==> config.mk <==
export PLATFORM = sky130hd
export DESIGN_NAME = dual_spi_tx_master
export DESIGN_NICKNAME = d
export VERILOG_FILES = /design/src/rtl/dspi_pkg.sv /design/src/rtl/dspi_phase_timer.sv /design/src/rtl/dspi_ctrl.sv /design/src/rtl/dspi_shifter.sv /design/src/rtl/dspi_csel.sv /design/src/rtl/dual_spi_tx_master.sv
export SDC_FILE = /design/constraint.sdc
export NUM_CORES = 1
export LEC_CHECK = 0
export BUFFER_PORTS_ARGS = -buffer_cell sky130_fd_sc_hd__buf_2
export CAP_MARGIN = 0
export CELL_PAD_IN_SITES_DETAIL_PLACEMENT = 1
export CELL_PAD_IN_SITES_GLOBAL_PLACEMENT = 2
export CORE_MARGIN = 1
export CORE_UTILIZATION = 32
export DETAILED_ROUTE_END_ITERATION = 10
export PLACE_DENSITY = 0.72
export SLEW_MARGIN = 20
export SYNTH_ARGS = -nofsm -noshare
export SYNTH_HDL_FRONTEND = slang
export SYNTH_SLANG_ARGS = --single-unit
==> constraint.sdc <==
create_clock -name clk_i -period 2.01 [get_ports clk_i]
set_input_delay 0.402 -clock clk_i [delete_from_list [all_inputs] [get_ports clk_i]]
set_output_delay 0.402 -clock clk_i [all_outputs]
set_load 0.005 [all_outputs]
==> src/rtl/dspi_pkg.sv <==
package dspi_pkg;
  localparam int unsigned WORD_W_DEF = 8;
  localparam int unsigned DIV_W_DEF  = 8;
  localparam logic [1:0]  DEV_OWN_LINE = 2'd2;

  typedef enum logic [1:0] {
    ST_IDLE,
    ST_LOW,
    ST_HIGH
  } phase_e;
endpackage

==> src/rtl/dspi_phase_timer.sv <==
module dspi_phase_timer #(
  parameter int unsigned DIV_W = 8
) (
  input  logic             clk_i,
  input  logic             rst_ni,
  input  logic             load_i,
  input  logic [DIV_W-1:0] div_i,
  input  logic             run_i,
  output logic             tick_o
);
  logic [DIV_W-1:0] div_q;
  logic [DIV_W-1:0] cnt_q;

  always_ff @(posedge clk_i or negedge rst_ni) begin
    if (!rst_ni) begin
      div_q <= '0;
      cnt_q <= '0;
    end else begin
      if (load_i) div_q <= div_i;
      if (!run_i || cnt_q == div_q) cnt_q <= '0;
      else                          cnt_q <= cnt_q + 1'b1;
    end
  end

  assign tick_o = run_i && (cnt_q == div_q);
endmodule

==> src/rtl/dspi_ctrl.sv <==
module dspi_ctrl
  import dspi_pkg::*;
#(
  parameter int unsigned WORD_W = 8
) (
  input  logic clk_i,
  input  logic rst_ni,
  input  logic start_i,
  input  logic dual_i,
  input  logic tick_i,
  output logic busy_o,
  output logic sclk_o,
  output logic done_o,
  output logic dual_o,
  output logic load_o,
  output logic sample_o,
  output logic advance_o,
  output logic finish_o
);
  localparam int unsigned SLOT_W = $clog2(WORD_W);
  localparam logic [SLOT_W-1:0] LAST_STD  = SLOT_W'(WORD_W - 1);
  localparam logic [SLOT_W-1:0] LAST_DUAL = SLOT_W'(WORD_W / 2 - 1);

  phase_e            st_q;
  logic [SLOT_W-1:0] slot_q;
  logic              dual_q;
  logic              done_q;
  logic              last_slot;

  assign last_slot = slot_q == (dual_q ? LAST_DUAL : LAST_STD);
  assign load_o    = (st_q == ST_IDLE) && start_i;
  assign sample_o  = (st_q == ST_LOW) && tick_i;
  assign finish_o  = (st_q == ST_HIGH) && tick_i && last_slot;
  assign advance_o = (st_q == ST_HIGH) && tick_i && !last_slot;

  always_ff @(posedge clk_i or negedge rst_ni) begin
    if (!rst_ni) begin
      st_q   <= ST_IDLE;
      slot_q <= '0;
      dual_q <= 1'b0;
      done_q <= 1'b0;
    end else begin
      done_q <= finish_o;
      unique case (st_q)
        ST_IDLE: if (start_i) begin
          st_q   <= ST_LOW;
          slot_q <= '0;
          dual_q <= dual_i;
        end
        ST_LOW:  if (tick_i) st_q <= ST_HIGH;
        ST_HIGH: if (tick_i) begin
          if (last_slot) st_q <= ST_IDLE;
          else begin
            st_q   <= ST_LOW;
            slot_q <= slot_q + 1'b1;
          end
        end
        default: st_q <= ST_IDLE;
      endcase
    end
  end

  assign busy_o = st_q != ST_IDLE;
  assign sclk_o = st_q == ST_HIGH;
  assign done_o = done_q;
  assign dual_o = dual_q;
endmodule

==> src/rtl/dspi_shifter.sv <==
module dspi_shifter #(
  parameter int unsigned WORD_W = 8
) (
  input  logic              clk_i,
  input  logic              rst_ni,
  input  logic              load_i,
  input  logic [WORD_W-1:0] tx_i,
  input  logic              dual_i,
  input  logic              busy_i,
  input  logic              advance_i,
  input  logic              sample_i,
  input  logic              finish_i,
  input  logic              miso_i,
  output logic              mosi_o,
  output logic              aux_o,
  output logic [WORD_W-1:0] rx_o
);
  logic [WORD_W-1:0] tx_q;
  logic [WORD_W-1:0] rx_sh_q;
  logic [WORD_W-1:0] rx_q;

  always_ff @(posedge clk_i or negedge rst_ni) begin
    if (!rst_ni) begin
      tx_q    <= '0;
      rx_sh_q <= '0;
      rx_q    <= '0;
    end else begin
      if (load_i)         tx_q <= tx_i;
      else if (advance_i) tx_q <= dual_i ? {tx_q[WORD_W-3:0], 2'b00}
                                         : {tx_q[WORD_W-2:0], 1'b0};
      if (sample_i)             rx_sh_q <= {rx_sh_q[WORD_W-2:0], miso_i};
      if (finish_i && !dual_i)  rx_q    <= rx_sh_q;
    end
  end

  // spare pin idles high; it carries data only in dual mode
  assign mosi_o = tx_q[WORD_W-1];
  assign aux_o  = (busy_i && dual_i) ? tx_q[WORD_W-2] : 1'b1;
  assign rx_o   = rx_q;
endmodule

==> src/rtl/dspi_csel.sv <==
module dspi_csel
  import dspi_pkg::*;
(
  input  logic       clk_i,
  input  logic       rst_ni,
  input  logic       load_i,
  input  logic [1:0] dev_i,
  input  logic       desel_i,
  output logic       cs_shared_no,
  output logic       cs_dev2_no
);
  always_ff @(posedge clk_i or negedge rst_ni) begin
    if (!rst_ni) begin
      cs_shared_no <= 1'b1;
      cs_dev2_no   <= 1'b1;
    end else if (load_i) begin
      cs_shared_no <= (dev_i == DEV_OWN_LINE);
      cs_dev2_no   <= (dev_i != DEV_OWN_LINE);
    end else if (desel_i) begin
      cs_shared_no <= 1'b1;
      cs_dev2_no   <= 1'b1;
    end
  end
endmodule

==> src/rtl/dual_spi_tx_master.sv <==
module dual_spi_tx_master
  import dspi_pkg::*;
#(
  parameter int unsigned WORD_W = WORD_W_DEF,
  parameter int unsigned DIV_W  = DIV_W_DEF
) (
  input  logic              clk_i,
  input  logic              rst_ni,
  input  logic              start_i,
  input  logic [WORD_W-1:0] tx_byte_i,
  input  logic              dual_i,
  input  logic [1:0]        dev_i,
  input  logic              desel_i,
  input  logic [DIV_W-1:0]  div_i,
  input  logic              miso_i,
  output logic              sclk_o,
  output logic              mosi_o,
  output logic              cs_shared_no,
  output logic              cs_dev2_no,
  output logic              cs_aux_o,
  output logic              busy_o,
  output logic              done_o,
  output logic [WORD_W-1:0] rx_byte_o
);
  logic busy, dual_q, load, sample, advance, finish, tick, desel_ok;

  assign desel_ok = desel_i && !busy && !start_i;

  dspi_phase_timer #(.DIV_W(DIV_W)) u_timer (
    .clk_i  (clk_i),
    .rst_ni (rst_ni),
    .load_i (load),
    .div_i  (div_i),
    .run_i  (busy),
    .tick_o (tick)
  );

  dspi_ctrl #(.WORD_W(WORD_W)) u_ctrl (
    .clk_i     (clk_i),
    .rst_ni    (rst_ni),
    .start_i   (start_i),
    .dual_i    (dual_i),
    .tick_i    (tick),
    .busy_o    (busy),
    .sclk_o    (sclk_o),
    .done_o    (done_o),
    .dual_o    (dual_q),
    .load_o    (load),
    .sample_o  (sample),
    .advance_o (advance),
    .finish_o  (finish)
  );

  dspi_shifter #(.WORD_W(WORD_W)) u_shift (
    .clk_i     (clk_i),
    .rst_ni    (rst_ni),
    .load_i    (load),
    .tx_i      (tx_byte_i),
    .dual_i    (dual_q),
    .busy_i    (busy),
    .advance_i (advance),
    .sample_i  (sample),
    .finish_i  (finish),
    .miso_i    (miso_i),
    .mosi_o    (mosi_o),
    .aux_o     (cs_aux_o),
    .rx_o      (rx_byte_o)
  );

  dspi_csel u_csel (
    .clk_i        (clk_i),
    .rst_ni       (rst_ni),
    .load_i       (load),
    .dev_i        (dev_i),
    .desel_i      (desel_ok),
    .cs_shared_no (cs_shared_no),
    .cs_dev2_no   (cs_dev2_no)
  );

  assign busy_o = busy;
endmodule

==> impl_metrics.py, run 1 <==
metrics = {
    "worst_hold_path": {
        "hp-class": "in2async",
    },
    "placed_design": {
        "dp_cells": 321,
        "gp_congestion": 0.682,
        "post-dp-hpwl_um": 3290,
        "portBuffers": 38,
    },
    "detailed_routing": {
        "initialDrtViolationCount": 30,
        "post-route-drc-count": 0,
        "antenna_left": 0,
        "routed_wl_um": 4560,
        "vias": 1545,
        "avgViaCountPerCell": 4.61,
        "firstDrtPassIters": 4,
        "routedWlPerCell_um": 13.6,
    },
    "timing": {
        "slew_headroom_pct": 66.4,
        "finClkSkew_ns": 0.00739,
        "clock.fmax_mhz": 505,
        "rsz0062_at_grt": "yes",
        "setup_viol": 0,
        "layout_min_cycle_time_ns": 1.98,
        "worst_slew_pin_slew_ns": 0.503,
        "finalCritPeriodShare_pct": 98.6,
        "hold_violations": 0,
        "slew_viol_final": 0,
    },
    "cts": {
        "cts_tree": "yes",
        "cts.sinks": 49,
        "cts_made_buffers": 5,
        "clk_path_buf_depth": 2,
        "clk_latency_ns": 0.30,
        "path_clk_slew_ns": 0.09,
        "h-tree-depth": 2,
        "clockRootBuffer": "clkbuf_8",
    },
    "power_and_ir_drop": {
        "switching_share_pct": 31.9,
        "p_leak_nw": 1.46,
        "seqPwrFrac_pct": 43.3,
        "power_frac_comb_pct": 33.7,
        "p_sw_mw": 1.14,
        "powerDensity_mw_per_mm2": 1270,
        "ir_drop_uv": 537,
        "p_clk_share_pct": 23.0,
        "intPower_mw": 2.43,
    },
    "yosys": {
        "synth_top_family_by_area": "simple AND/OR/NAND/NOR gates",
        "synth_area_leaders": "dfrtp_1 (53%), nand2_1 (7.1%), mux2_4 (5.4%), xor2_1 (4.3%), mux2_1 (4.0%)",
        "synth_top_area_cell": "dfrtp_1",
        "synth_seq_cells": 49,
        "synth_xor_area_share_pct": 5.89,
        "yosysUniqueCellTypes": 32,
        "syn_inst": 196,
        "syn-mean-instance-area_um2": 11.4,
        "yosysSeqAreaShare_pct": 55.0,
        "yosys.area_share.simple_pct": 17.2,
        "synthMuxAreaShare_pct": 15.6,
        "synth_fp_nets": 222,
        "synth_adder_area_share_pct": 1.12,
        "yosysTopAreaCellShare_pct": 52.7,
        "synth_compound_area_share_pct": 3.87,
        "ys_warn_count": 0,
        "synth_area_mm2": 0.00223,
    },
    "setup_path": {
        "crit_buf_inv": 1,
        "critPathMaxFanout": 9,
        "crit_start": "u_timer.cnt_q[2]",
        "criticalPathCategory": "reg2reg",
        "crit_required_ns": 2.19,
        "cp_cell_sequence": "xor2_1 -> nor4_2 -> nand2_2 -> nor3b_4 -> buf_12 -> mux2_1",
        "start_kind": "register",
        "cpPeakStageDelay_ns": 0.44,
        "cpMaxStageDelayCell": "dfrtp_2",
        "reg2reg_from": "u_timer.cnt_q[2]",
        "critPathTopFamily": "simple AND/OR/NAND/NOR gates",
        "arrival_ns": 2.16,
        "cp-end-kind": "register",
    },
    "outcome": {
        "status": "complete, no violations",
    },
    "layout": {
        "regArea_mm2": 0.00123,
        "final_cell_count_no_fill": 335,
        "drive_gt1_share_pct": 34.5,
        "n_antenna_cell": 0,
        "multiInputGateArea_um2": 977,
        "final_nets": 280,
        "fillCellCount": 776,
        "synthToLayoutAreaGrowth_pct": 26.3,
        "mostFrequentLayoutCell": "dfrtp_1",
        "utilization_pct": 41.7,
        "layout_common_cells": "dfrtp_1 (46), nand2_1 (42), buf_2 (38)",
    },
    "global_routing": {
        "grt_max_degree": 50,
        "antenna_found_initial": 0,
        "grt_pass1_vias": 1578,
        "grt_overflow": 0,
        "grt_pass1_wl_um": 7760,
        "grt_usage_pct": 13.8,
    },
    "floorplan": {
        "die_y_um": 85.5,
        "row_count": 30,
        "core_mm2": 0.00676,
        "io_pins": 39,
        "die_area_mm2": 0.00731,
        "initial_core_util_pct": 33.0,
        "die_w_um": 85.5,
    },
    "job": {
        "drv_cap": 0,
    },
}
## Yosys cell counts, drive strengths merged
| master | instances |
|---|---|
| dfrtp | 47 |
| nand2 | 43 |
| mux2 | 22 |
| nor2 | 15 |
| xor2 | 11 |
| o21ai | 9 |
| mux2i | 7 |
| clkbuf | 6 |
| nand3 | 4 |
| xnor2 | 4 |
| and3 | 3 |
| nor4 | 3 |
| a21oi | 2 |
| and2 | 2 |
| dfstp | 2 |
| ha | 2 |
| inv | 2 |
| nand2b | 2 |
| nand4 | 2 |
| a211o | 1 |
| a21o | 1 |
| a31oi | 1 |
| nand3b | 1 |
| nor3 | 1 |
| nor3b | 1 |
| o22a | 1 |
| or3b | 1 |
## layout make-up
| cell class | instances | area share [%] |
|---|---|---|
| inverter | 2 | 0.266 |
| tap | 80 | 3.55 |
| clock inverter | 3 | 2.31 |
| clock buffer | 5 | 2.44 |
| timing repair buffer | 57 | 13.1 |
| multi-input combinational | 139 | 34.7 |
| sequential | 49 | 43.6 |
## final timing paths
check / cells past startpoint / endpoint / slack (ns)
worst max-delay path: 6 / u_shift.rx_sh_q[0] / 0.03
worst min-delay path: 2 / u_timer.cnt_q[5] / 0.08
worst max register to register: 6 / u_shift.rx_sh_q[0] / 0.03
worst min register to register: 1 / u_ctrl.slot_q[2] / 0.50
max in group asynchronous: 2 / u_csel.cs_shared_no / 1.66
min in group clk_i: 3 / u_timer.div_q[6] / 0.29
## flip-flops by register name, summed over array words and instances (netlist names)
name	flops
u_timer.div_q	8
u_shift.tx_q	8
u_ctrl.done_o	1
u_ctrl.st_q	2
u_shift.rx_o	8
u_shift.rx_sh_q	8
u_csel.cs_dev2_no	1
u_csel.cs_shared_no	1
u_timer.cnt_q	8
u_ctrl.dual_o	1
u_ctrl.slot_q	3
## power by group through the flow
stage | Combinational (mW) | Clock, mW | Sequential [mW]
after detailed placement | 1.16 | 0 | 1.57
after global placement | 1.12 | 0 | 1.57
after floorplan | 0.776 | 0 | 1.52
final | 1.20 | 0.822 | 1.55
after CTS | 1.16 | 0.849 | 1.56
after global routing | 1.37 | 0.884 | 1.60
## metrics by stage
step                hold slack (ns)  area (um^2)  total power [mW]  worst slack, ns  setup TNS [ns]
global placement              0.415         2640              2.68           0.0404               0
global route                 0.0917         2820              3.85          -0.0812          -0.571
CTS                          0.0742         2780              3.56          0.00471               0
detailed placement            0.412         2640              2.73           0.0279               0
finish                       0.0763         2820              3.57           0.0291               0
floorplan                     0.106         2230              2.30         -0.00747         -0.0598
## layer usage
metal	global-route usage, %	wire length (um)	vias to the layer above
met2	21.2	2080	31
li1	-	-	773
met4	3.64	46	0
met3	3.18	160	7
met1	19.6	2270	734
met5	0	0	-
## cells by family (layout without fill, tap and decap cells)
kind of cell | count (synthesis) | after routing
fa+ha+maj | 2 | 2
flops | 49 | 49
compound gates | 15 | 15
mux | 29 | 29
buf+inv | 8 | 67
simple gates | 78 | 78
xor+xnor | 15 | 15
## repair_timing
action / in CTS / in global routing
buffers inserted: 1 / 5
setup endpoints to repair: 1 / 23
hold buffers: 0 / 0
pin swaps: 2 / 4
resized for setup: 0 / 2
## worst register-to-register path: cells and delay by family, from the launching register on
family,cells,cell delay [ns]
simple gates,3,0.77
flops,1,0.44
mux,1,0.32
xor+xnor,1,0.18
buf+inv,1,0.15
Power figures use the tool's default switching activity.
==> run 2: changes to the inputs <==
--- a/config.mk
+++ b/config.mk
@@ -11,6 +11,7 @@
 export CELL_PAD_IN_SITES_GLOBAL_PLACEMENT = 2
 export CORE_MARGIN = 1
 export CORE_UTILIZATION = 32
+export CTS_BUF_LIST = sky130_fd_sc_hd__clkbuf_16
 export DETAILED_ROUTE_END_ITERATION = 10
 export PLACE_DENSITY = 0.72
 export SLEW_MARGIN = 20
==> impl_metrics.py, run 2 (synthesized netlist as in run 1, its figures left out) <==
metrics = {
    "outcome": {
        "status": "complete, no violations",
    },
    "global_routing": {
        "grt_max_degree": 50,
        "grt_pass1_wl_um": 7870,
        "grt_pass1_vias": 1588,
        "antenna_found_initial": 0,
        "grt_usage_pct": 14.2,
        "grt_overflow": 0,
    },
    "setup_path": {
        "start_kind": "register",
        "arrival_ns": 2.13,
        "crit_buf_inv": 1,
        "cpMaxStageDelayCell": "dfrtp_1",
        "crit_required_ns": 2.18,
        "cp-end-kind": "register",
        "critPathMaxFanout": 9,
        "critPathTopFamily": "simple AND/OR/NAND/NOR gates",
        "cpPeakStageDelay_ns": 0.42,
        "criticalPathCategory": "reg2reg",
        "cp_cell_sequence": "xor2_1 -> nor4_2 -> nand2_2 -> nor3b_4 -> buf_12 -> mux2_1",
    },
    "layout": {
        "utilization_pct": 42.5,
        "drive_gt1_share_pct": 34.3,
        "n_antenna_cell": 0,
        "final_nets": 279,
        "final_cell_count_no_fill": 334,
        "final_area_mm2": 0.00287,
        "mostFrequentLayoutCell": "dfrtp_1",
        "synthToLayoutAreaGrowth_pct": 28.6,
        "layout_common_cells": "dfrtp_1 (46), nand2_1 (42), buf_2 (38)",
    },
    "power_and_ir_drop": {
        "ir_drop_uv": 723,
        "seqPwrFrac_pct": 41.1,
        "switching_share_pct": 30.6,
        "intPower_mw": 2.62,
        "p_clk_share_pct": 28.1,
        "p_sw_mw": 1.16,
        "powerDensity_mw_per_mm2": 1320,
        "p_leak_nw": 1.49,
        "power_frac_comb_pct": 30.8,
        "p_total_mw": 3.78,
    },
    "timing": {
        "slew_viol_final": 0,
        "slew_headroom_pct": 66.1,
        "finalCritPeriodShare_pct": 97.7,
        "layout_min_cycle_time_ns": 1.96,
        "tns_ns": 0,
        "setup_viol": 0,
        "hold_violations": 0,
        "rsz0062_at_grt": "yes",
        "clock.fmax_mhz": 509,
        "whs_ns": 0.0932,
        "fin_ws_ns": 0.0452,
        "worst_slew_pin_slew_ns": 0.507,
        "finClkSkew_ns": 0.00328,
    },
    "floorplan": {
        "die_area_mm2": 0.00731,
        "io_pins": 39,
        "core_mm2": 0.00676,
        "row_count": 30,
        "die_y_um": 85.5,
        "initial_core_util_pct": 33.0,
        "die_w_um": 85.5,
    },
    "detailed_routing": {
        "routed_wl_um": 4600,
        "firstDrtPassIters": 6,
        "post-route-drc-count": 0,
        "antenna_left": 0,
        "vias": 1550,
        "initialDrtViolationCount": 33,
        "avgViaCountPerCell": 4.64,
        "routedWlPerCell_um": 13.8,
    },
    "cts": {
        "cts_tree": "yes",
        "cts_made_buffers": 5,
        "clockRootBuffer": "clkbuf_16",
        "clk_path_buf_depth": 2,
        "h-tree-depth": 2,
        "clk_latency_ns": 0.29,
        "path_clk_slew_ns": 0.06,
        "cts_hold_buf": 0,
        "cts.sinks": 49,
    },
    "placed_design": {
        "gp_congestion": 0.682,
        "placed_cell_area_mm2": 0.00264,
        "dp_slack_ns": 0.0279,
        "portBuffers": 38,
        "post-dp-hpwl_um": 3290,
        "dp_cells": 321,
    },
    "worst_hold_path": {
        "hp-class": "in2async",
    },
    "job": {
        "drv_cap": 0,
    },
}
## run 2: path summary, 6_finish.rpt
kind / from / endpoint / slack, ns / cells past startpoint
max: u_timer.cnt_q[6] / u_shift.rx_sh_q[0] / 0.05 / 6
max reg2reg: u_timer.cnt_q[6] / u_shift.rx_sh_q[0] / 0.05 / 6
min in group clk_i: div_i[6] / u_timer.div_q[6] / 0.30 / 3
min: rst_ni / u_timer.cnt_q[5] / 0.09 / 2
max in group asynchronous: rst_ni / u_csel.cs_shared_no / 1.64 / 2
min reg2reg: u_ctrl.slot_q[0] / u_ctrl.slot_q[0] / 0.49 / 1
## run 2: timing repair
action / CTS / global route
setup buffers: 0 / 5
endpoints found under the setup margin: 0 / 21
resized for setup: 0 / 3
hold endpoints to repair: 0 / 0
## run 2: area by class of cell
cell class | count | area (um^2)
fill | 770 | 3880
sequential | 49 | 1230
multi-input combinational | 139 | 977
timing repair buffer | 56 | 367
clock buffer | 5 | 125
tap | 80 | 100
clock inverter | 3 | 65.1
inverter | 2 | 7.51
## run 2: power groups by stage
stage / clock network, mW / logic (mW) / registers, mW
3_5_place_dp: 0 / 1.16 / 1.57
6_report: 1.06 / 1.16 / 1.55
4_1_cts: 1.10 / 1.16 / 1.56
3_3_place_gp: 0 / 1.12 / 1.57
5_1_grt: 1.13 / 1.33 / 1.61
2_1_floorplan: 0 / 0.776 / 1.52
## run 2: worst reg2reg max path: cells and delay by family (launching register included)
kind,cells,cell delay (ns)
AND/OR/NAND/NOR,3,0.77
multiplexers,1,0.32
flip-flops,1,0.42
XOR/XNOR,1,0.19
buffers and inverters,1,0.15
## run 2: metal layers
metal	global-route usage, %	vias up	share of wire [%]
met2	21.6	30	46
met5	0	-	0
met1	19.5	739	49
met4	5.45	0	1.4
li1	-	774	-
met3	3.46	7	3.5
==> run 3: changes to the inputs <==
--- a/config.mk
+++ b/config.mk
@@ -10,10 +10,10 @@
 export CELL_PAD_IN_SITES_DETAIL_PLACEMENT = 1
 export CELL_PAD_IN_SITES_GLOBAL_PLACEMENT = 2
 export CORE_MARGIN = 1
-export CORE_UTILIZATION = 32
+export CORE_UTILIZATION = 36
 export CTS_BUF_LIST = sky130_fd_sc_hd__clkbuf_16
 export DETAILED_ROUTE_END_ITERATION = 10
-export PLACE_DENSITY = 0.72
+export PLACE_DENSITY = 0.77
 export SLEW_MARGIN = 20
 export SYNTH_ARGS = -nofsm -noshare
 export SYNTH_HDL_FRONTEND = slang
==> constraint.sdc (replaced) <==
create_clock -name clk_i -period 1.85 [get_ports clk_i]
set_input_delay 0.37 -clock clk_i [delete_from_list [all_inputs] [get_ports clk_i]]
set_output_delay 0.37 -clock clk_i [all_outputs]
set_load 0.005 [all_outputs]
==> impl_metrics.py, run 3 (synthesized netlist as in run 1, its figures left out) <==
metrics = {
    "setup_path": {
        "arrival_ns": 2.12,
        "r2r_end": "u_shift.rx_sh_q[7]",
        "critPathTopFamily": "simple AND/OR/NAND/NOR gates",
        "criticalPathCategory": "reg2reg",
        "r2r_setup_slack_ns": -0.11,
        "cp-end-kind": "register",
        "start_kind": "register",
        "critPathMaxFanout": 9,
        "cpPeakStageDelay_ns": 0.40,
        "crit_required_ns": 2.02,
        "worstRegToRegCells": 6,
        "crit_buf_inv": 1,
        "cp_cell_sequence": "xor2_1 -> nor4_2 -> nand2_2 -> nor3b_4 -> buf_12 -> mux2_4",
        "cpMaxStageDelayCell": "dfrtp_1",
        "reg2reg_from": "u_timer.div_q[1]",
    },
    "timing": {
        "fin_ws_ns": -0.105,
        "hold_violations": 0,
        "layout_min_cycle_time_ns": 1.96,
        "worst_slew_pin_slew_ns": 0.563,
        "tns_ns": -1.57,
        "finClkSkew_ns": 0.00742,
        "slew_headroom_pct": 62.4,
        "finalCritPeriodShare_pct": 106,
        "slew_viol_final": 0,
        "setup_viol": 17,
        "clock.fmax_mhz": 511,
        "rsz0062_at_grt": "yes",
        "whs_ns": 0.0613,
    },
    "power_and_ir_drop": {
        "powerDensity_mw_per_mm2": 1350,
        "ir_drop_uv": 503,
        "p_leak_nw": 1.51,
        "p_sw_mw": 1.29,
        "power_frac_comb_pct": 34.0,
        "intPower_mw": 2.64,
        "switching_share_pct": 32.7,
        "seqPwrFrac_pct": 43.0,
        "p_clk_share_pct": 23.1,
    },
    "layout": {
        "synthToLayoutAreaGrowth_pct": 30.4,
        "drive_gt1_share_pct": 39.4,
        "mostFrequentLayoutCell": "dfrtp_1",
        "layout_common_cells": "dfrtp_1 (47), nand2_1 (41), buf_2 (38)",
        "final_nets": 284,
        "final_cell_count_no_fill": 334,
        "n_antenna_cell": 0,
    },
    "outcome": {
        "status": "finished with violations",
        "violations": "setup timing",
    },
    "placed_design": {
        "portBuffers": 38,
        "post-dp-hpwl_um": 3170,
        "dp_slack_ns": -0.0958,
        "dp_cells": 320,
        "gp_congestion": 0.709,
    },
    "detailed_routing": {
        "post-route-drc-count": 0,
        "initialDrtViolationCount": 49,
        "antenna_left": 0,
        "avgViaCountPerCell": 4.78,
        "routed_wl_um": 4640,
        "firstDrtPassIters": 3,
        "vias": 1596,
        "routedWlPerCell_um": 13.9,
    },
    "cts": {
        "path_clk_slew_ns": 0.07,
        "cts.sinks": 49,
        "clk_path_buf_depth": 2,
        "clockRootBuffer": "clkbuf_16",
        "h-tree-depth": 2,
        "cts_tree": "yes",
        "cts_made_buffers": 5,
        "clk_latency_ns": 0.29,
        "cts_hold_buf": 0,
    },
    "global_routing": {
        "grt_pass1_wl_um": 7850,
        "grt_max_degree": 50,
        "grt_usage_pct": 16.0,
        "grt_pass1_vias": 1600,
        "antenna_found_initial": 0,
        "grt_overflow": 0,
    },
    "floorplan": {
        "core_mm2": 0.00596,
        "io_pins": 39,
        "die_w_um": 80.7,
        "die_y_um": 80.7,
        "row_count": 28,
        "initial_core_util_pct": 37.5,
        "die_area_mm2": 0.00652,
    },
    "worst_hold_path": {
        "hp-class": "in2async",
    },
    "job": {
        "drv_cap": 0,
    },
}
[run 3: area by class of cell]
type                       instances  area [um^2]
inverter                           2         7.51
clock buffer                       5          125
fill                             670         3040
clock inverter                     3         22.5
multi-input combinational        139         1030
timing repair buffer              61          408
tap                               75         93.8
sequential                        49         1230
[run 3: metal layers]
metal	routed length [um]	GRT usage, %	share of wire [%]
met4	62	5.36	1.3
met2	2150	24.5	46
met3	133	3.48	2.9
met1	2290	22.4	49
met5	0	0	0
[run 3: power groups by stage]
| stage | combinational (mW) | sequential, mW | clock, mW |
|---|---|---|---|
| global placement | 1.28 | 1.70 | 0 |
| global route | 1.52 | 1.74 | 0.975 |
| detailed placement | 1.31 | 1.70 | 0 |
| floorplan | 0.880 | 1.66 | 0 |
| CTS | 1.32 | 1.69 | 0.931 |
| finish | 1.34 | 1.69 | 0.907 |
[run 3: what timing repair did]
item / 4_1_cts / 5_1_grt
pin swaps: 3 / 2
endpoints found under the setup margin: 20 / 27
setup buffers: 2 / 4
resized for setup: 3 / 5
endpoints found under the hold margin: 0 / 0
[run 3: worst max path at each step]
| stage | startpoint | to | cells after the start |
|---|---|---|---|
| global placement | u_timer.div_q[1] | u_shift.rx_sh_q[0] | 6 |
| detailed placement | u_timer.div_q[1] | u_shift.rx_sh_q[7] | 6 |
| CTS | u_timer.div_q[1] | u_shift.rx_sh_q[7] | 6 |
| global route | u_timer.div_q[1] | u_shift.rx_sh_q[6] | 6 |
| finish | u_timer.div_q[1] | u_shift.rx_sh_q[7] | 6 |
| floorplan | u_timer.cnt_q[1] | u_shift.rx_o[0] | 5 |
[run 3: worst register-to-register path, cell delays in order (launching register included)]
cell	delay, ns
dfrtp_1	0.40
xor2_1	0.18
nor4_2	0.38
nand2_2	0.18
nor3b_4	0.25
buf_12	0.17
mux2_4	0.30
[run 3: through the flow]
stage          instance area [um^2]  total power, mW  utilization, %
2_1_floorplan                  2260             2.54               -
3_3_place_gp                   2690             2.98            45.1
3_5_place_dp                   2690             3.01            45.1
4_1_cts                        2860             3.95            48.1
5_1_grt                        2910             4.24            48.9
6_report                       2910             3.93            48.9
